`config.mk`:
```
export PLATFORM = sky130hd
export DESIGN_NAME = iq_lane_deser
export DESIGN_NICKNAME = d
export VERILOG_FILES = /design/src/rtl/iq_deser_pkg.sv /design/src/rtl/iq_frame_track.sv /design/src/rtl/iq_lane_pack.sv /design/src/rtl/iq_out_stage.sv /design/src/rtl/iq_lane_deser.sv
export SDC_FILE = /design/constraint.sdc
export NUM_CORES = 1
export LEC_CHECK = 0
export ABC_AREA = 1
export BUFFER_PORTS_ARGS = -buffer_cell sky130_fd_sc_hd__buf_2
export CORE_MARGIN = 2
export CORE_UTILIZATION = 55
export CTS_CLUSTER_DIAMETER = 40
export CTS_CLUSTER_SIZE = 16
export DETAILED_ROUTE_END_ITERATION = 16
export HOLD_SLACK_MARGIN = 0.05
export PLACE_DENSITY = 0.86
export SLEW_MARGIN = 20
export SYNTH_ARGS = -nofsm -noshare
export SYNTH_HDL_FRONTEND = slang
export SYNTH_HIERARCHICAL = 1
export SYNTH_SLANG_ARGS = --single-unit
```
`constraint.sdc`:
```
create_clock -name clk_i -period 3.8 [get_ports clk_i]
set_input_delay 0.76 -clock clk_i [delete_from_list [all_inputs] [get_ports clk_i]]
set_output_delay 0.76 -clock clk_i [all_outputs]
set_load 0.005 [all_outputs]
```
`src/rtl/iq_deser_pkg.sv`:
```
package iq_deser_pkg;
  typedef enum logic [1:0] {
    ST_SEARCH = 2'd0,
    ST_TRAIN  = 2'd1,
    ST_LOCK   = 2'd2
  } align_st_e;
endpackage

```
`src/rtl/iq_frame_track.sv`:
```
module iq_frame_track
  import iq_deser_pkg::*;
#(
  parameter int unsigned HALF = 10
) (
  input  logic clk_i,
  input  logic rst_ni,
  input  logic frame_i,
  output logic done_o,
  output logic locked_o
);
  localparam int unsigned FRAME = 2 * HALF;
  localparam int unsigned POS_W = $clog2(FRAME);

  align_st_e        st_q, st_d;
  logic [POS_W-1:0] pos_q, pos_d;
  logic             prev_q;
  logic             rise, exp_hi, match, last;

  assign rise   = frame_i & ~prev_q;
  assign exp_hi = pos_q < POS_W'(HALF);
  assign match  = frame_i == exp_hi;
  assign last   = pos_q == POS_W'(FRAME - 1);

  always_comb begin
    st_d   = st_q;
    pos_d  = pos_q;
    done_o = 1'b0;
    if (st_q == ST_SEARCH) begin
      if (rise) begin
        st_d  = ST_TRAIN;
        pos_d = POS_W'(1);
      end
    end else if (match) begin
      if (last) begin
        st_d   = ST_LOCK;
        pos_d  = '0;
        done_o = 1'b1;
      end else begin
        pos_d = pos_q + POS_W'(1);
      end
    end else if (rise) begin
      // a misplaced rise may itself be the start of a real frame
      st_d  = ST_TRAIN;
      pos_d = POS_W'(1);
    end else begin
      st_d  = ST_SEARCH;
      pos_d = '0;
    end
  end

  always_ff @(posedge clk_i or negedge rst_ni) begin
    if (!rst_ni) begin
      st_q   <= ST_SEARCH;
      pos_q  <= '0;
      prev_q <= 1'b1;  // demand an observed 0 before the first rise
    end else begin
      st_q   <= st_d;
      pos_q  <= pos_d;
      prev_q <= frame_i;
    end
  end

  assign locked_o = st_q == ST_LOCK;

  p_lock_after_low_r3 : assert property (@(posedge clk_i) disable iff (!rst_ni)
    $rose(locked_o) |-> !$past(frame_i));

  p_break_drops_lock_r6 : assert property (@(posedge clk_i) disable iff (!rst_ni)
    (locked_o && (frame_i != exp_hi)) |=> !locked_o);
endmodule

```
`src/rtl/iq_lane_pack.sv`:
```
module iq_lane_pack #(
  parameter int unsigned WORD_W = 20
) (
  input  logic              clk_i,
  input  logic              rst_ni,
  input  logic              frame_i,
  input  logic              odd_i,
  input  logic              even_i,
  output logic [WORD_W-1:0] i_word_o,
  output logic [WORD_W-1:0] q_word_o
);
  for (genvar h = 0; h < 2; h++) begin : g_half
    // Q keeps two bits fewer: its last pair is taken straight off the lanes
    localparam int unsigned KEEP = (h == 0) ? WORD_W : WORD_W - 2;
    localparam logic        SEL  = (h == 0);
    logic [KEEP-1:0] sh_q;

    always_ff @(posedge clk_i or negedge rst_ni) begin
      if (!rst_ni)               sh_q <= '0;
      else if (frame_i == SEL)   sh_q <= {sh_q[KEEP-3:0], odd_i, even_i};
    end
  end

  assign i_word_o = g_half[0].sh_q;
  assign q_word_o = {g_half[1].sh_q, odd_i, even_i};
endmodule

```
`src/rtl/iq_out_stage.sv`:
```
module iq_out_stage #(
  parameter int unsigned WORD_W = 20
) (
  input  logic              clk_i,
  input  logic              rst_ni,
  input  logic              load_i,
  input  logic [WORD_W-1:0] i_word_i,
  input  logic [WORD_W-1:0] q_word_i,
  input  logic              swap_i,
  input  logic              neg_i,
  output logic              valid_o,
  output logic [WORD_W-1:0] i_o,
  output logic [WORD_W-1:0] q_o
);
  logic [WORD_W-1:0] q_adj;

  assign q_adj = neg_i ? (WORD_W'(0) - q_word_i) : q_word_i;

  always_ff @(posedge clk_i or negedge rst_ni) begin
    if (!rst_ni) begin
      valid_o <= 1'b0;
      i_o     <= '0;
      q_o     <= '0;
    end else begin
      valid_o <= load_i;
      if (load_i) begin
        i_o <= swap_i ? q_adj : i_word_i;
        q_o <= swap_i ? i_word_i : q_adj;
      end
    end
  end

  p_word_hold_r5 : assert property (@(posedge clk_i) disable iff (!rst_ni)
    !load_i |=> ($stable(i_o) && $stable(q_o)));
endmodule

```
`src/rtl/iq_lane_deser.sv`:
```
module iq_lane_deser #(
  parameter int unsigned WORD_W = 20
) (
  input  logic              clk_i,
  input  logic              rst_ni,
  input  logic              frame_i,
  input  logic              odd_i,
  input  logic              even_i,
  input  logic              swap_iq_i,
  input  logic              neg_q_i,
  output logic              valid_o,
  output logic [WORD_W-1:0] i_o,
  output logic [WORD_W-1:0] q_o,
  output logic              locked_o
);
  localparam int unsigned HALF = WORD_W / 2;

  logic              done;
  logic [WORD_W-1:0] i_word, q_word;

  iq_frame_track #(.HALF(HALF)) u_track (
    .clk_i    (clk_i),
    .rst_ni   (rst_ni),
    .frame_i  (frame_i),
    .done_o   (done),
    .locked_o (locked_o)
  );

  iq_lane_pack #(.WORD_W(WORD_W)) u_pack (
    .clk_i    (clk_i),
    .rst_ni   (rst_ni),
    .frame_i  (frame_i),
    .odd_i    (odd_i),
    .even_i   (even_i),
    .i_word_o (i_word),
    .q_word_o (q_word)
  );

  iq_out_stage #(.WORD_W(WORD_W)) u_out (
    .clk_i    (clk_i),
    .rst_ni   (rst_ni),
    .load_i   (done),
    .i_word_i (i_word),
    .q_word_i (q_word),
    .swap_i   (swap_iq_i),
    .neg_i    (neg_q_i),
    .valid_o  (valid_o),
    .i_o      (i_o),
    .q_o      (q_o)
  );

  p_valid_needs_lock_r4 : assert property (@(posedge clk_i) disable iff (!rst_ni)
    valid_o |-> locked_o);

  p_valid_single_r5 : assert property (@(posedge clk_i) disable iff (!rst_ni)
    valid_o |=> !valid_o);
endmodule

```
# Word level (Yosys, flattened, before mapping)
# Index checks and enable logic that the tools add are counted.
dict set report word_totals {
  ff_bits 87
  in_bits 7
  out_inout_bits 42
  elab_cells 36
}
dict set report classes {
  add_sub_neg 2
  magnitude_cmp 1
  n_eq_ne 5
  n_mux 16
  bitwise_logic 2
  reduce_logical 2
}
# op n
set ops {}
lappend ops {{2-to-1 mux 20 bit} 3}
lappend ops {{2-to-1 mux 5 bit} 4}
lappend ops {{subtractor 1 x 20 -> 20 bit, first input constant} 1}
lappend ops {{2-to-1 mux 2 bit} 4}
lappend ops {{adder 5 x 1 -> 5 bit, second input constant} 1}
lappend ops {{== test 5 bit, second input constant} 1}
lappend ops {{< comparator 5 x 4 -> 1 bit, second input constant} 1}
lappend ops {{2-to-1 mux 1 bit} 5}
lappend ops {{inequality test 3 bit, second input constant} 1}
lappend ops {{== test 2 bit, second input constant} 1}
lappend ops {{zero test 2 bit} 1}
lappend ops {{inequality test 2 x 1 -> 1 bit, second input constant} 1}
lappend ops {{AND reduction 2 bit} 1}
lappend ops {{AND 1 bit} 1}
lappend ops {{== test 1 bit} 1}
lappend ops {{NOT 1 bit} 1}

# Depth between registers and ports, before layout
dict set report depth {
  ltp_word 5
  depth_mapped 13
}

# Hierarchy
# The synthesis kept the hierarchy.
# mod instances cells_per_inst area_per_inst_um2
set by_module_without_submodules {}
lappend by_module_without_submodules {iq_out_stage 1 385 2643.8}
lappend by_module_without_submodules {iq_lane_pack 1 163 1467.7}
lappend by_module_without_submodules {iq_frame_track 1 61 528.0}

# Worst setup path after synthesis
# OpenSTA, ideal clock, no wires.
dict set report synth_path {
  path_kind {input to register}
  from {in frame_i}
  to {reg u_out.i_o[6]}
  setup_ns 0.123
  arrival_time_ns 1.852
  slack_ns 1.825
  stages 12
  path_buffers 2
  cell_sequence {inv_1 > nand3_1 > nand2_2 > nor2_4 > inv_2 > nor2_1 > buf_2 > inv_2 > buf_2 > a21oi_1 > o21ai_0 > nand2_1}
}
dict set report synth_between {
  elab_chain_len 3
}
# item line_no
set synth_rtl {}
lappend synth_rtl {{start, declared} iq_lane_deser.sv:6} ;# input logic frame_i,
lappend synth_rtl {{== test 1 bit} iq_frame_track.sv:22} ;# assign match = frame_i == exp_hi;
lappend synth_rtl {{2-to-1 mux 1 bit} iq_frame_track.sv:34} ;# end else if (match) begin
lappend synth_rtl {{2-to-1 mux 1 bit} iq_frame_track.sv:29} ;# if (st_q == ST_SEARCH) begin
lappend synth_rtl {{net done} iq_lane_deser.sv:18} ;# logic done;
lappend synth_rtl {{end signal, assigned} iq_out_stage.sv:27} ;# i_o <= swap_i ? q_adj : i_word_i;
lappend synth_rtl {{end, declared} iq_out_stage.sv:12} ;# output logic [WORD_W-1:0] i_o,
# The timed path passes the listed nets, and every way through them passes these cells.
# A chain may end at the register's enable or synchronous reset.

# Final worst setup path
dict set report layout_path {
  from {in frame_i}
  to {reg u_out.q_o[6]}
}
dict set report layout_between {
  elab_chain_len 3
}
# item line_no
set layout_rtl {}
lappend layout_rtl {{== test 1 bit} iq_frame_track.sv:22}
lappend layout_rtl {{2-to-1 mux 1 bit} iq_frame_track.sv:34}
lappend layout_rtl {{2-to-1 mux 1 bit} iq_frame_track.sv:29}
lappend layout_rtl {{net done} iq_lane_deser.sv:18}
lappend layout_rtl {{end signal, assigned} iq_out_stage.sv:28} ;# q_o <= swap_i ? i_word_i : q_adj;
lappend layout_rtl {{end, declared} iq_out_stage.sv:13} ;# output logic [WORD_W-1:0] q_o
# The timed path passes the listed nets, and every way through them passes these cells.

==> summary.log <==
INFO  status         status=complete, no violations
INFO  yosys          synth_fp_nets=618
INFO  grt            antenna_found_initial=0
INFO  cts            post_cts.resized_instances=0
INFO  timing         grt_setup_unrepaired=no
INFO  timing         setup_violations=0
INFO  grt            grt_first_pass_wirelength=17470um
INFO  timing         tightestPinTransition=0.7667ns
INFO  final_layout   antenna_cells_inserted=0
INFO  worst_setup_path ff2ff_setup_slack=1.59ns
INFO  power_and_ir_drop vdd_drop_max=0.2120mV
INFO  cts            tritoncts=done
INFO  yosys          synth_area_leaders=dfrtp_1 (46%), nand2_1 (21%), nand3_1 (5.5%)
INFO  routing        met2RoutedLength=4706um
INFO  timing         finalHoldViolations=0
INFO  cts            tritoncts_num_sinks=87
INFO  worst_setup_path timing.critical_path.to_type=flop
INFO  final_layout   fillers=719
INFO  floorplanning  die-width=95.85um
INFO  floorplanning  floorplan.initialDensity=56.46%
INFO  cts            cts_max_path_buffers=2
INFO  floorplanning  fp.dieArea=9186um^2
INFO  hold_path      holdCritPathClass=in2async
INFO  timing         final.hold.worst_slack=0.4245ns
INFO  yosys          synth.yosys.warnings=6
INFO  yosys          synth.yosys.seq_area_share=46.95%
INFO  floorplanning  dieHeight=95.85um
INFO  power_and_ir_drop power_per_cell_area=454.0nW/um^2
INFO  worst_setup_path path_depth=13
INFO  timing         layout_worst_path_cycle_share=63.23%
INFO  routing        detail_route.wirelength.met1=4602um
INFO  yosys          synth_instances=609
INFO  worst_setup_path reg2regPathDepth=12
INFO  final_layout   area_delta_synth_final=8.279%
INFO  worst_setup_path criticalPathCategory=in2reg
INFO  floorplanning  io-pin-count=49
INFO  floorplanning  rows=33
INFO  cts            postCtsSetupBuffers=0
INFO  yosys          yosysTopAreaCell=dfrtp_1
INFO  final_layout   finalNonFillerCells=753
INFO  run            cap_viol_max_count=0
INFO  routing        route.detailed.drc=0
INFO  grt            globalRoute.totalOverflow=0
INFO  grt            via_count_of_the_first_global_routing_pass=3689
INFO  timing         worst_slew_margin_rel=48.88%
INFO  cts            path_clk_slew=0.09ns
INFO  power_and_ir_drop post-layout-total-power=0.002281W
INFO  final_layout   finalNetCount=652
INFO  worst_setup_path path_cells=buf_2 > buf_4 > nand2_2 > nand2_2 > nor2_4 > inv_2 > nor2_1 > buf_4 > inv_2 > buf_4 > a21oi_1 > o21ai_0 > nand2_1
INFO  routing        detail_route.first_pass.iterations=5
INFO  yosys          synth.ff_latch_count=87
INFO  cts            clock_latency=0.37ns
INFO  place          numPlacedInstances=737
INFO  routing        topRoutingLayerUsed=met4
INFO  timing         finalSetupTns=0ns
INFO  cts            clk_root_buffer_cell=clkbuf_8
INFO  cts            ctsHoldBuffers=0
INFO  place          numPortBuffers=48
INFO  yosys          yosys.cell_types.count=32
INFO  worst_setup_path cp_top_family=buffers and inverters
INFO  yosys          avgSynthCellArea=7.618um^2
INFO  worst_setup_path critical_path_required=4.05ns
INFO  cts            cts.htree.levels=3
INFO  routing        drt-initial-drc-count=305
INFO  timing         timing.fmax=416.2MHz
INFO  routing        vias=4006
INFO  worst_setup_path worst_path_largest_cell_delay=0.50ns
INFO  worst_setup_path critical_path_arrival=2.66ns
INFO  final_layout   layout-drive-gt1-share=15.90%
INFO  cts            cts-buffers-inserted=9
INFO  place          detailed_place_hpwl=6951um
INFO  routing        met3_length=673um
INFO  routing        detail_route.wl_per_cell=13.57um
INFO  grt            grt_start_max_net_pins=88
INFO  timing         clock_skew=0.009151ns
INFO  routing        avgViaCountPerCell=5.320
INFO  grt            grt_usage=24.29%
INFO  floorplanning  design.core.area=8217um^2
INFO  place          gp_congestion=0.8952
INFO  worst_setup_path worst_setup_path_start_kind=input port
INFO  routing        routed_antenna_nets=0
INFO  worst_setup_path cell_with_the_largest_stage_delay_on_the_worst_path=buf_4
INFO  yosys          post-synth-top-area-fraction=46.39%
INFO  routing        finalWirelength=10220um
INFO  timing         maxSlewViolCount=0
INFO  yosys          mappedNetlistArea=4639um^2
INFO  timing         final.min_clock_period=2.403ns
INFO  worst_setup_path timing.critical_path.buf_inv=6
INFO  worst_setup_path critical_path_peak_fanout=66
INFO  worst_setup_path cp_common_cell=buf_4
INFO  power_and_ir_drop pleak=2.631nW
## flip-flops by register name, indices dropped and copies added, names as in the netlist
register	flops
u_track/st_q	2
u_out/q_o	20
u_track/pos_q	5
u_out/valid_o	1
u_pack/i_word_o	20
u_pack/g_half.sh_q	18
u_track/prev_q	1
u_out/i_o	20
## cell usage after synthesis, drive strengths merged
cell type / number
nand2: 264
dfrtp: 86
nand3: 55
inv: 46
nor2: 46
a21oi: 45
buf: 21
o21ai: 16
clkbuf: 9
xor2: 8
nand3b: 4
ha: 2
o21a: 2
and2: 1
bufinv: 1
dfstp: 1
o211ai: 1
xnor2: 1
## metrics by stage
| stage | utilization (%) | instance area (um^2) | worst slack, ns |
|---|---|---|---|
| 6_report | 61.14 | 5024 | 1.397 |
| 4_1_cts | 61.09 | 5020 | 1.410 |
| 2_1_floorplan | - | 4639 | 1.825 |
| 3_3_place_gp | 58.64 | 4818 | 1.089 |
| 3_5_place_dp | 58.64 | 4818 | 1.031 |
| 5_1_grt | 61.14 | 5024 | 1.169 |
## report_power, final
| group | switching (W) | internal, W | total, W |
|---|---|---|---|
| sequential | 0.000113 | 0.00103 | 0.00115 |
| combinational | 0.000301 | 0.000167 | 0.000468 |
| clock | 0.000355 | 0.000311 | 0.000665 |
| total | 0.000769 | 0.00151 | 0.00228 |
## layout make-up
type	instances	area [um^2]	area share, %
inverters	47	205.2	4.085
clock inverters	7	77.57	1.544
repair buffers	53	284.0	5.654
multi-input cells	445	2023	40.27
flip-flops and latches	87	2178	43.36
clock buffers	9	123.9	2.466
well taps	105	131.4	2.615
## cells in the final DEF (no fill, tap or decap), drive strengths merged, types with 2 or more instances in the layout
cell    count
nand2     264
ha          2
buf        53
bufinv      2
xor2        8
a21oi      45
o21ai      16
clkbuf      9
clkinv      2
nand3      55
inv        49
o21a        2
nor2       46
dfrtp      86
nand3b      4
## per-layer routing
metal	vias up	global-route usage [%]
met1	1871	35.14
li1	1964	-
met5	-	0
met3	19	3.915
met4	0	9.643
met2	152	36.60
## kinds of logic after synthesis
logic type / share of synthesized area [%]
xor+xnor: 1.699
compound gates: 7.308
flops: 46.95
fa+ha+maj: 0.5393
simple gates: 34.06
buf+inv: 9.439
## worst register-to-register path, cell delays in order, from the launching register on
cell and delay, ns:
dfrtp_1 0.45, o21ai_2 0.17, nand3_1 0.14, nand2_2 0.13, nor2_4 0.05, inv_2 0.06, nor2_1 0.04, buf_4 0.16
inv_2 0.10, buf_4 0.50, a21oi_1 0.12, o21ai_0 0.11, nand2_1 0.07
## worst paths after layout
path | startpoint | to
worst min-delay path | rst_ni | u_out/i_o[2]
max in group asynchronous | rst_ni | u_out/i_o[13]
worst min register to register | u_pack/i_word_o[18] | u_pack/i_word_o[18]
min in group clk_i | u_pack/i_word_o[18] | u_pack/i_word_o[18]
worst max register to register | u_track/pos_q[2] | u_out/q_o[6]
worst max-delay path | frame_i | u_out/q_o[6]
(Power assumes the default switching activity.)
